`src/rtl/drdy_pkg.sv`:
```
package drdy_pkg;
  typedef enum logic [1:0] {
    PH_IDLE   = 2'd0,
    PH_SETTLE = 2'd1,
    PH_COUNT  = 2'd2
  } phase_e;
endpackage

```
`src/rtl/drdy_sample_cnt.sv`:
```
module drdy_sample_cnt #(
  parameter int W = 12
) (
  input  logic         clk,
  input  logic         rst_n,
  input  logic         clear_i,
  input  logic         step_i,
  input  logic [W-1:0] limit_i,
  output logic         at_limit_o
);
  logic [W-1:0] cnt_q;

  always_ff @(posedge clk or negedge rst_n) begin
    if (!rst_n)       cnt_q <= '0;
    else if (clear_i) cnt_q <= '0;
    else if (step_i)  cnt_q <= cnt_q + 1'b1;
  end

  assign at_limit_o = (cnt_q == limit_i);

  // the counter is cleared whenever the limit it is compared against changes,
  // so it must never run past that limit (also covers N=0 -> limit 0)
  p_cnt_bound_r8: assert property (@(posedge clk) disable iff (!rst_n)
    cnt_q <= limit_i)
    else $error("sample counter passed its limit");
endmodule

```
`src/rtl/drdy_phase_ctrl.sv`:
```
module drdy_phase_ctrl
  import drdy_pkg::*;
#(
  parameter int CNT_W          = 24,
  parameter int SETTLE_SAMPLES = 3000,
  parameter int CW             = 24
) (
  input  logic             clk,
  input  logic             rst_n,
  input  logic             start_i,
  input  logic             cont_i,
  input  logic             hpf_any_i,
  input  logic [CNT_W-1:0] cycle_cnt_i,
  input  logic             strobe_i,
  input  logic             at_limit_i,
  output logic             cnt_clear_o,
  output logic             cnt_step_o,
  output logic [CW-1:0]    limit_o,
  output logic             hit_o,
  output logic             done_o
);
  phase_e           phase_q, phase_d;
  logic [CNT_W-1:0] nlim_q;
  logic             cont_q;
  logic             done_q;
  logic             settle_end;
  logic             use_settle;
  logic [CW-1:0]    settle_lim;

  // a parameter picks whether the settling phase exists at all
  generate
    if (SETTLE_SAMPLES > 0) begin : g_settle
      assign use_settle = hpf_any_i;
      assign settle_lim = CW'(SETTLE_SAMPLES - 1);
    end else begin : g_no_settle
      assign use_settle = 1'b0;
      assign settle_lim = '0;
    end
  endgenerate

  assign cnt_step_o = strobe_i && !start_i && (phase_q != PH_IDLE);
  assign hit_o      = cnt_step_o && (phase_q == PH_COUNT) && at_limit_i;
  assign settle_end = cnt_step_o && (phase_q == PH_SETTLE) && at_limit_i;
  assign cnt_clear_o = start_i || settle_end || hit_o;
  assign limit_o    = (phase_q == PH_SETTLE) ? settle_lim : CW'(nlim_q);

  always_comb begin
    phase_d = phase_q;
    if (start_i)         phase_d = use_settle ? PH_SETTLE : PH_COUNT;
    else if (settle_end) phase_d = PH_COUNT;
    else if (hit_o)      phase_d = cont_q ? PH_COUNT : PH_IDLE;
  end

  always_ff @(posedge clk or negedge rst_n) begin
    if (!rst_n) begin
      phase_q <= PH_IDLE;
      nlim_q  <= '0;
      cont_q  <= 1'b0;
      done_q  <= 1'b0;
    end else begin
      phase_q <= phase_d;
      done_q  <= hit_o;
      if (start_i) begin
        cont_q <= cont_i;
        nlim_q <= (cycle_cnt_i == '0) ? '0 : cycle_cnt_i - 1'b1;
      end
    end
  end

  assign done_o = done_q;

  // a completion always follows a counted strobe, never a start clock
  p_done_after_strobe_r9: assert property (@(posedge clk) disable iff (!rst_n)
    done_q |-> ($past(strobe_i) && !$past(start_i)))
    else $error("completion without a counted strobe");

  // single mode halts after its completion
  p_single_halts_r5: assert property (@(posedge clk) disable iff (!rst_n)
    (done_q && !cont_q) |-> (phase_q == PH_IDLE))
    else $error("single mode kept running");

  // settling always hands over to counting, never to idle
  p_settle_exit_r3: assert property (@(posedge clk) disable iff (!rst_n)
    (phase_q == PH_SETTLE) |=> (phase_q != PH_IDLE))
    else $error("settling ended without counting");

  // a start always leaves the sequencer active
  p_start_active_r7: assert property (@(posedge clk) disable iff (!rst_n)
    start_i |=> (phase_q != PH_IDLE) && !done_q)
    else $error("start did not restart the sequence");
endmodule

```
`src/rtl/drdy_status_reg.sv`:
```
module drdy_status_reg (
  input  logic clk,
  input  logic rst_n,
  input  logic set_i,
  input  logic clr_i,
  output logic ready_o
);
  logic ready_q;

  always_ff @(posedge clk or negedge rst_n) begin
    if (!rst_n)     ready_q <= 1'b0;
    else if (set_i) ready_q <= 1'b1;
    else if (clr_i) ready_q <= 1'b0;
  end

  assign ready_o = ready_q;

  p_sticky_r6: assert property (@(posedge clk) disable iff (!rst_n)
    (ready_q && !clr_i) |=> ready_q)
    else $error("ready dropped without a clear");

  p_set_wins_r6: assert property (@(posedge clk) disable iff (!rst_n)
    set_i |=> ready_q)
    else $error("completion did not set ready");
endmodule

```
`src/rtl/drdy_delay_timer.sv`:
```
module drdy_delay_timer
  import drdy_pkg::*;
#(
  parameter int CNT_W          = 24,
  parameter int NUM_HPF        = 2,
  parameter int SETTLE_SAMPLES = 3000
) (
  input  logic               clk,
  input  logic               rst_n,
  input  logic               start_i,
  input  logic               cont_i,
  input  logic               sample_stb_i,
  input  logic [CNT_W-1:0]   cycle_cnt_i,
  input  logic [NUM_HPF-1:0] hpf_en_i,
  input  logic               ready_clr_i,
  output logic               ready_o,
  output logic               cycle_done_o
);
  localparam int SETTLE_W = $clog2(SETTLE_SAMPLES + 1);
  localparam int CW       = (SETTLE_W > CNT_W) ? SETTLE_W : CNT_W;

  logic          hpf_any;
  logic          cnt_clear, cnt_step, at_limit, hit;
  logic [CW-1:0] limit;

  assign hpf_any = |hpf_en_i;

  drdy_phase_ctrl #(
    .CNT_W(CNT_W), .SETTLE_SAMPLES(SETTLE_SAMPLES), .CW(CW)
  ) u_ctrl (
    .clk(clk), .rst_n(rst_n), .start_i(start_i), .cont_i(cont_i),
    .hpf_any_i(hpf_any), .cycle_cnt_i(cycle_cnt_i), .strobe_i(sample_stb_i),
    .at_limit_i(at_limit), .cnt_clear_o(cnt_clear), .cnt_step_o(cnt_step),
    .limit_o(limit), .hit_o(hit), .done_o(cycle_done_o)
  );

  drdy_sample_cnt #(.W(CW)) u_cnt (
    .clk(clk), .rst_n(rst_n), .clear_i(cnt_clear), .step_i(cnt_step),
    .limit_i(limit), .at_limit_o(at_limit)
  );

  drdy_status_reg u_status (
    .clk(clk), .rst_n(rst_n), .set_i(hit), .clr_i(ready_clr_i),
    .ready_o(ready_o)
  );

  // ready can only rise together with a completion pulse
  p_ready_rise_r2: assert property (@(posedge clk) disable iff (!rst_n)
    $rose(ready_o) |-> cycle_done_o)
    else $error("ready rose without completion");
endmodule

```
`config.mk`:
```
export PLATFORM = sky130hd
export DESIGN_NAME = drdy_delay_timer
export DESIGN_NICKNAME = d
export VERILOG_FILES = /design/src/rtl/drdy_pkg.sv /design/src/rtl/drdy_sample_cnt.sv /design/src/rtl/drdy_phase_ctrl.sv /design/src/rtl/drdy_status_reg.sv /design/src/rtl/drdy_delay_timer.sv
export SDC_FILE = /design/constraint.sdc
export NUM_CORES = 1
export LEC_CHECK = 0
export BUFFER_PORTS_ARGS = -buffer_cell sky130_fd_sc_hd__buf_2
export CORE_UTILIZATION = 60
export DETAILED_ROUTE_END_ITERATION = 6
export GPL_TIMING_DRIVEN = 0
export PLACE_DENSITY = 0.77
export RECOVER_POWER = 100
export REMOVE_ABC_BUFFERS = 1
export SLEW_MARGIN = 20
export SYNTH_ARGS = -nofsm -noshare
export SYNTH_HDL_FRONTEND = slang
export SYNTH_HIERARCHICAL = 1
export SYNTH_SLANG_ARGS = --single-unit
```
`constraint.sdc`:
```
create_clock -name clk -period 6.05 [get_ports clk]
set_input_delay 0.3025 -clock clk [delete_from_list [all_inputs] [get_ports clk]]
set_output_delay 0.3025 -clock clk [all_outputs]
set_load 0.01 [all_outputs]
```
==> results of run 1 <==
==> metrics by stage <==
| stage | total power, mW | cell area (µm²) | util, % | worst slack (ns) |
|---|---|---|---|---|
| after floorplan | 0.455 | 3250 | - | 2.17 |
| after CTS | 0.716 | 3600 | 68.8 | 1.33 |
| after global routing | 0.743 | 3590 | 68.6 | 0.592 |
| after detailed placement | 0.503 | 3500 | 66.9 | 1.33 |
| after global placement | 0.499 | 3500 | 66.8 | 1.47 |
| final | 0.710 | 3590 | 68.6 | 1.05 |
==> layer usage <==
layer	GRT usage [%]	share of wire, %	up-vias	wire, µm
met5	0	0	-	0
met4	6.15	0.64	0	46
met3	3.69	3.8	5	271
met2	41.9	49	56	3560
met1	35.5	46	1303	3340
li1	-	-	1320	-
==> cells by family (layout without fill, tap and decap cells) <==
| logic type | count (synthesis) | after routing | share of synthesized area, % |
|---|---|---|---|
| simple gates | 154 | 154 | 26.9 |
| mux | 2 | 2 | 0.633 |
| xor+xnor | 56 | 56 | 14.6 |
| flops | 53 | 53 | 39.5 |
| buf+inv | 30 | 56 | 4.96 |
| compound gates | 58 | 58 | 12.3 |
| fa+ha+maj | 3 | 3 | 1.12 |
==> flip-flops by register name (all words and copies together) (netlist names) <==
name,count
u_ctrl/phase_q,2
u_status/ready_o,1
u_ctrl/nlim_q,24
u_cnt/cnt_q,24
u_ctrl/cont_q,1
u_ctrl/done_o,1
==> Yosys cell counts, types with 3 or more instances <==
cell type / n
a21oi_1: 11
and2_1: 15
and3_1: 3
buf_6: 4
clkbuf_1: 6
dfrtp_1: 53
ha_1: 3
inv_1: 14
nand2_1: 28
nand2b_1: 5
nand3_1: 17
nand4_1: 10
nor2_1: 25
nor3_1: 8
nor4_1: 10
o21ai_0: 14
o2bb2ai_1: 13
o31ai_1: 6
o41ai_1: 3
or4_1: 7
xnor2_1: 18
xor2_1: 38
==> power breakdown <==
| group | leakage (nW) | switching, mW | internal (mW) |
|---|---|---|---|
| clock network | 0.0542 | 0.110 | 0.104 |
| registers | 0.690 | 0.0115 | 0.372 |
| logic | 0.805 | 0.0678 | 0.0449 |
==> worst max-delay path, cell delays in order (launching register included) <==
cell      delay [ns]
dfrtp_1         0.44
nand2b_1        0.51
and2_1          0.36
xor2_1          0.16
nor4_1          0.30
nand4_1         0.13
nor3_1          0.29
a31oi_1         0.21
inv_1           0.68
o211ai_1        0.26
or4_1           0.81
or4_1           0.60
a21oi_1         0.16
==> final timing paths <==
path                              startpoint                end  slack [ns]  cells past startpoint
hold / removal                        cont_i      u_ctrl/cont_q        0.23                      2
hold reg to reg            u_ctrl/nlim_q[12]  u_ctrl/nlim_q[12]        0.49                      1
max in group asynchronous              rst_n   u_ctrl/nlim_q[9]        3.62                      1
setup reg to reg           u_ctrl/phase_q[1]    u_cnt/cnt_q[23]        1.05                     12
setup / recovery           u_ctrl/phase_q[1]    u_cnt/cnt_q[23]        1.05                     12
min in group asynchronous              rst_n    u_cnt/cnt_q[19]        0.87                      1
==> cell type report <==
type                       count  area (µm²)  share of cell area (%)
clock inverter                 1        5.00                   0.139
multi-input combinational    273        1860                    51.8
inverter                      15        56.3                    1.57
tap                           70        87.6                    2.44
clock buffer                   7        96.3                    2.68
sequential                    53        1330                    36.9
timing repair buffer          33         159                    4.43
==> summary.md, run 1 <==
| Metric | Value |
|---|---|
| Die area | `0.00590 mm²` |
| Setup CP Type | `flop to flop` |
| Post-CTS Setup Bufs | `0` |
| Top cells by area, synth | `dfrtp_1, xor2_1, xnor2_1` |
| Async S/R FF share, synth | `100%` |
| Placeable Area | `0.00524 mm²` |
| Min Tclk post-route | `5.00 ns` |
| Avg Vias per Cell | `5.94` |
| Post-synthesis sequential area ratio | `39.5%` |
| Post-Syn Area per Cell | `9.43 µm²` |
| Antenna Cells | `0` |
| Leading area contributor after synthesis | `dfrtp_1` |
| Num rows | `26` |
| Slew Limit Headroom | `-84.1%` |
| Unrepaired setup endpoints after global routing | `false` |
| Worst Hold Slack | `0.228 ns` |
| Starting DRC count in detailed routing | `183` |
| Vias in the first global route | `2533` |
| CP Launch Type | `flop` |
| HPWL Detailed | `5330 µm` |
| Synth Flop Type | `dfrtp_1` |
| Synth cell types | `59` |
| PortBufs | `33` |
| Critical Path RT | `6.27 ns` |
| Final hold viol count | `0` |
| Post-Syn Area | `0.00336 mm²` |
| Placed Cells | `444` |
| Via count | `2684` |
| Final net count | `416` |
| Post-synth EDFFs | `0` |
| Initial core utilization | `64.1%` |
| Largest net degree at the start of global routing | `54` |
| Boundary pin count | `34` |
| P_leak | `1.55 nW` |
| Final wirelength | `7220 µm` |
| Least-Margin Pin Slew | `2.76 ns` |
| Cell count after synthesis | `356` |
| CTS tree | `built` |
| Skew final | `0.00814 ns` |
| Total GRT Usage | `25.5%` |
| Final setup violation count | `0` |
| Clock Sinks | `53` |
| GPL Wtd Cong | `0.874` |
| Per-cell routed wire length | `16.0 µm` |
| HP Class | `input pin to flop` |
| First-pass GRT wire length | `11900 µm` |
| # fillers | `452` |
| Hold_buf cts | `0` |
| Residual DRC | `0` |
| Pwr dens | `198 mW/mm²` |
| P&R area growth vs syn | `6.93%` |
| H-tree depth | `2` |
| Clock Latency Late Sink | `0.30 ns` |
| Crit path DAT | `5.22 ns` |
| Share of cells above drive strength 1 | `13.9%` |
| Die height | `76.8 µm` |
| Final slew viol count | `54` |
| Max_cap viols | `1` |
| Worst-path clk slew | `0.09 ns` |
| Maximum clock frequency | `200 MHz` |
| Resized Gates After CTS | `0` |
| Top-area cell type share of the netlist area | `39.5%` |
| Status | `finished with violations` |
| Remaining Overflow, GRT | `0` |
| Register bit total from synthesis | `53` |
| Setup tns final | `0 ns` |
| ANT nets after route | `0` |
| Num CTS Buffers | `5` |
| Failing checks | `max-capacitance violations, max-slew violations` |
| Final Cycle Share | `82.6%` |
| Non-Filler Instances | `452` |
| Peak supply drop | `0.190 mV` |
| Most frequent cells in the layout | `dfrtp_1, xor2_1, buf_2, nand2_1, nor2_1` |
| CTS Buffer Depth | `2` |
| TritonRoute pass-1 iters | `5` |
| Antenna violations before repair | `0` |
| Worst-path fanout max | `27` |
| Clock root cell | `clkbuf_8` |
| Ys Warns | `6` |
| Commonest non-fill, non-tap cell in the layout | `dfrtp_1` |
| DIE WIDTH | `76.8 µm` |
| Endpoint class of the critical path | `flop` |
Power figures use the tool's default switching activity.
==> run 2, diff against run 1 <==
CORE_UTILIZATION = 59   (was 60)
PLACE_DENSITY = 0.76   (was 0.77)
clock period = 4.7 ns   (was 6.05 ns; I/O delays follow)
==> summary.md, run 2 (synthesis results as in run 1) <==
| Metric | Value |
|---|---|
| Endpoint class of the critical path | `flop` |
| HPWL Detailed | `5030 µm (-5.6%)` |
| Post-Layout Inst Area | `0.00363 mm² (+1.2%)` |
| Worst setup path startpoint | `u_ctrl/phase_q[1]` |
| Starting DRC count in detailed routing | `225 (+23%)` |
| Maximum clock frequency | `236 MHz (+18%)` |
| Placed cell areas | `0.00351 mm² (about the same)` |
| Final setup violation count | `0 (unchanged)` |
| P_leak | `1.56 nW (+0.43%)` |
| H-tree depth | `2 (unchanged)` |
| Largest net degree at the start of global routing | `54 (unchanged)` |
| Total GRT Usage | `25.1% (-0.43 points)` |
| Final net count | `417 (+0.24%)` |
| Critical Path RT | `4.92 ns (-1.35 ns)` |
| CTS tree | `built` |
| Status | `finished with violations` |
| First-pass GRT wire length | `11900 µm (+0.18%)` |
| Final hold viol count | `0 (unchanged)` |
| Setup CP Type | `flop to flop` |
| Num CTS Buffers | `5 (unchanged)` |
| Antenna Cells | `0 (unchanged)` |
| Residual DRC | `0 (unchanged)` |
| Boundary pin count | `34 (unchanged)` |
| Via count | `2672 (-0.45%)` |
| # fillers | `460 (+1.8%)` |
| Utilization after layout | `66.0% (-2.6 points)` |
| Worst-path fanout max | `27 (unchanged)` |
| Clock Sinks | `53 (unchanged)` |
| Failing checks | `max-capacitance violations, max-slew violations` |
| Worst Hold Depth | `2 (unchanged)` |
| Setup tns final | `0 ns (unchanged)` |
| P&R area growth vs syn | `8.20%` |
| Commonest non-fill, non-tap cell in the layout | `dfrtp_1` |
| Die height | `77.4 µm (+0.82%)` |
| Least-Margin Pin Slew | `2.74 ns (-0.0247 ns)` |
| Placeable Area | `0.00551 mm² (+5.1%)` |
| R2R Path Start | `u_ctrl/phase_q[1]` |
| Avg Vias per Cell | `5.87 (-1.1%)` |
| Final slew viol count | `54 (unchanged)` |
| Worst-path clk slew | `0.10 ns (about the same)` |
| Crit path DAT | `4.45 ns (-0.77 ns)` |
| DIE WIDTH | `77.4 µm (+0.82%)` |
| Critical Path Sink | `u_cnt/cnt_q[21]` |
| Worst reg2reg endpoint | `u_cnt/cnt_q[21]` |
| Slew Limit Headroom | `-82.4% (+1.6 points)` |
| GPL Wtd Cong | `0.856 (-2.0%)` |
| Antenna violations before repair | `0 (unchanged)` |
| Per-cell routed wire length | `14.9 µm (-6.3%)` |
| Min Tclk post-route | `4.23 ns (-0.769 ns)` |
| Clock Latency Late Sink | `0.31 ns (about the same)` |
| Worst-case reg-to-reg path depth | `12 (unchanged)` |
| Post-CTS Setup Bufs | `0 (unchanged)` |
| PortBufs | `33 (unchanged)` |
| Share of cells above drive strength 1 | `14.9% (+1.0 points)` |
| Remaining Overflow, GRT | `0 (unchanged)` |
| Final Cycle Share | `90.0% (+7.4 points)` |
| Skew final | `0.00999 ns (+0.00186 ns)` |
| Num rows | `27 (+3.8%)` |
| TritonRoute pass-1 iters | `4 (-1)` |
| Placed Cells | `446 (+0.45%)` |
| Final wirelength | `6800 µm (-5.7%)` |
| Most frequent cells in the layout | `dfrtp_1, xor2_1, buf_2, nand2_1, nor2_1` |
| Pwr dens | `263 mW/mm² (+33%)` |
| Largest regs | `u_cnt/cnt_q: 24 flops, u_ctrl/nlim_q: 24 flops, u_ctrl/phase_q: 2 flops` |
| CP Launch Type | `flop` |
| Clock root cell | `clkbuf_8` |
| Max_cap viols | `1 (unchanged)` |
| Peak supply drop | `0.172 mV (-9.4%)` |
| HP Class | `input pin to flop` |
| Non-Filler Instances | `455 (+0.66%)` |
| CTS Buffer Depth | `2 (unchanged)` |
| Worst R2R Setup Slack | `0.47 ns (-0.58 ns)` |
| Unrepaired setup endpoints after global routing | `false` |
| Initial core utilization | `61.0% (-3.1 points)` |
| ANT nets after route | `0 (unchanged)` |
| Die area | `0.00600 mm² (+1.6%)` |
| Vias in the first global route | `2478 (-2.2%)` |
run 2: cell count changes in the layout (fill, tap and decap cells not counted):
cell | before | now
dlygate4sd3_1 | 0 | 1
clkbuf_8 | 7 | 6
nand2b_2 | 0 | 1
clkinv_2 | 1 | 0
or4_1 | 8 | 7
inv_1 | 14 | 13
or4_4 | 1 | 2
nand2b_1 | 5 | 4
clkbuf_1 | 5 | 4
bufinv_16 | 0 | 1
buf_2 | 28 | 29
clkinvlp_4 | 0 | 2
run 2: worst min-delay path by stage:
stage / from / to
6_report: cont_i / u_ctrl/cont_q
3_5_place_dp: rst_n / u_cnt/cnt_q[19]
4_1_cts: cont_i / u_ctrl/cont_q
3_3_place_gp: u_status/ready_o / u_status/ready_o
5_1_grt: cont_i / u_ctrl/cont_q
2_1_floorplan: rst_n / u_cnt/cnt_q[0]
run 2: final cells by class:
class | count | area (µm²) | share of cell area (%)
Clock buffer | 6 | 82.6 | 2.27
Clock inverter | 2 | 37.5 | 1.03
Inverter | 15 | 60.1 | 1.65
Multi-Input combinational cell | 273 | 1870 | 51.4
Sequential cell | 53 | 1330 | 36.5
Tap cell | 72 | 90.1 | 2.48
Timing Repair Buffer | 34 | 170 | 4.68
run 2: metrics by stage:
step                worst slack, ns  hold slack [ns]  total power, mW
finish                        0.470            0.150            0.954
global route                 0.0838            0.148             1.00
CTS                          0.0365            0.142            0.964
detailed placement           0.0584            0.312            0.643
global placement              0.134            0.457            0.639
floorplan                     0.825          -0.0606            0.586
run 2: critical path, cell delays in order (launching register included):
cell and delay [ns]:
dfrtp_1 0.43, nand2b_2 0.37, and2_0 0.26, xor2_1 0.17, nor4_1 0.29, nand4_1 0.13, nor3_1 0.27, a31oi_1 0.25
clkinvlp_4 0.40, o211ai_1 0.22, or4_4 0.65, or4b_1 0.54, a21oi_1 0.16
run 2: repair_timing:
item / 4_1_cts / 5_1_grt
endpoints found under the setup margin: 0 / 10
endpoints found under the hold margin: 53 / 0
gates resized for setup: 0 / 2
hold buffers: 1 / 0
run 2: power breakdown:
part	leakage [nW]	switching [mW]	internal (mW)
combinational	0.809	0.0837	0.0589
clock	0.0574	0.146	0.173
sequential	0.690	0.0139	0.479
run 2: per-layer routing:
metal  GRT usage (%)  share of wire (%)  routed length, µm  up-vias
li1                -                  -                  -     1328
met1            36.1                 46               3140     1255
met2            39.5                 48               3240       78
met3            3.18                4.2                283       11
met4            7.74                2.1                140        0
met5               0                  0                  0        -
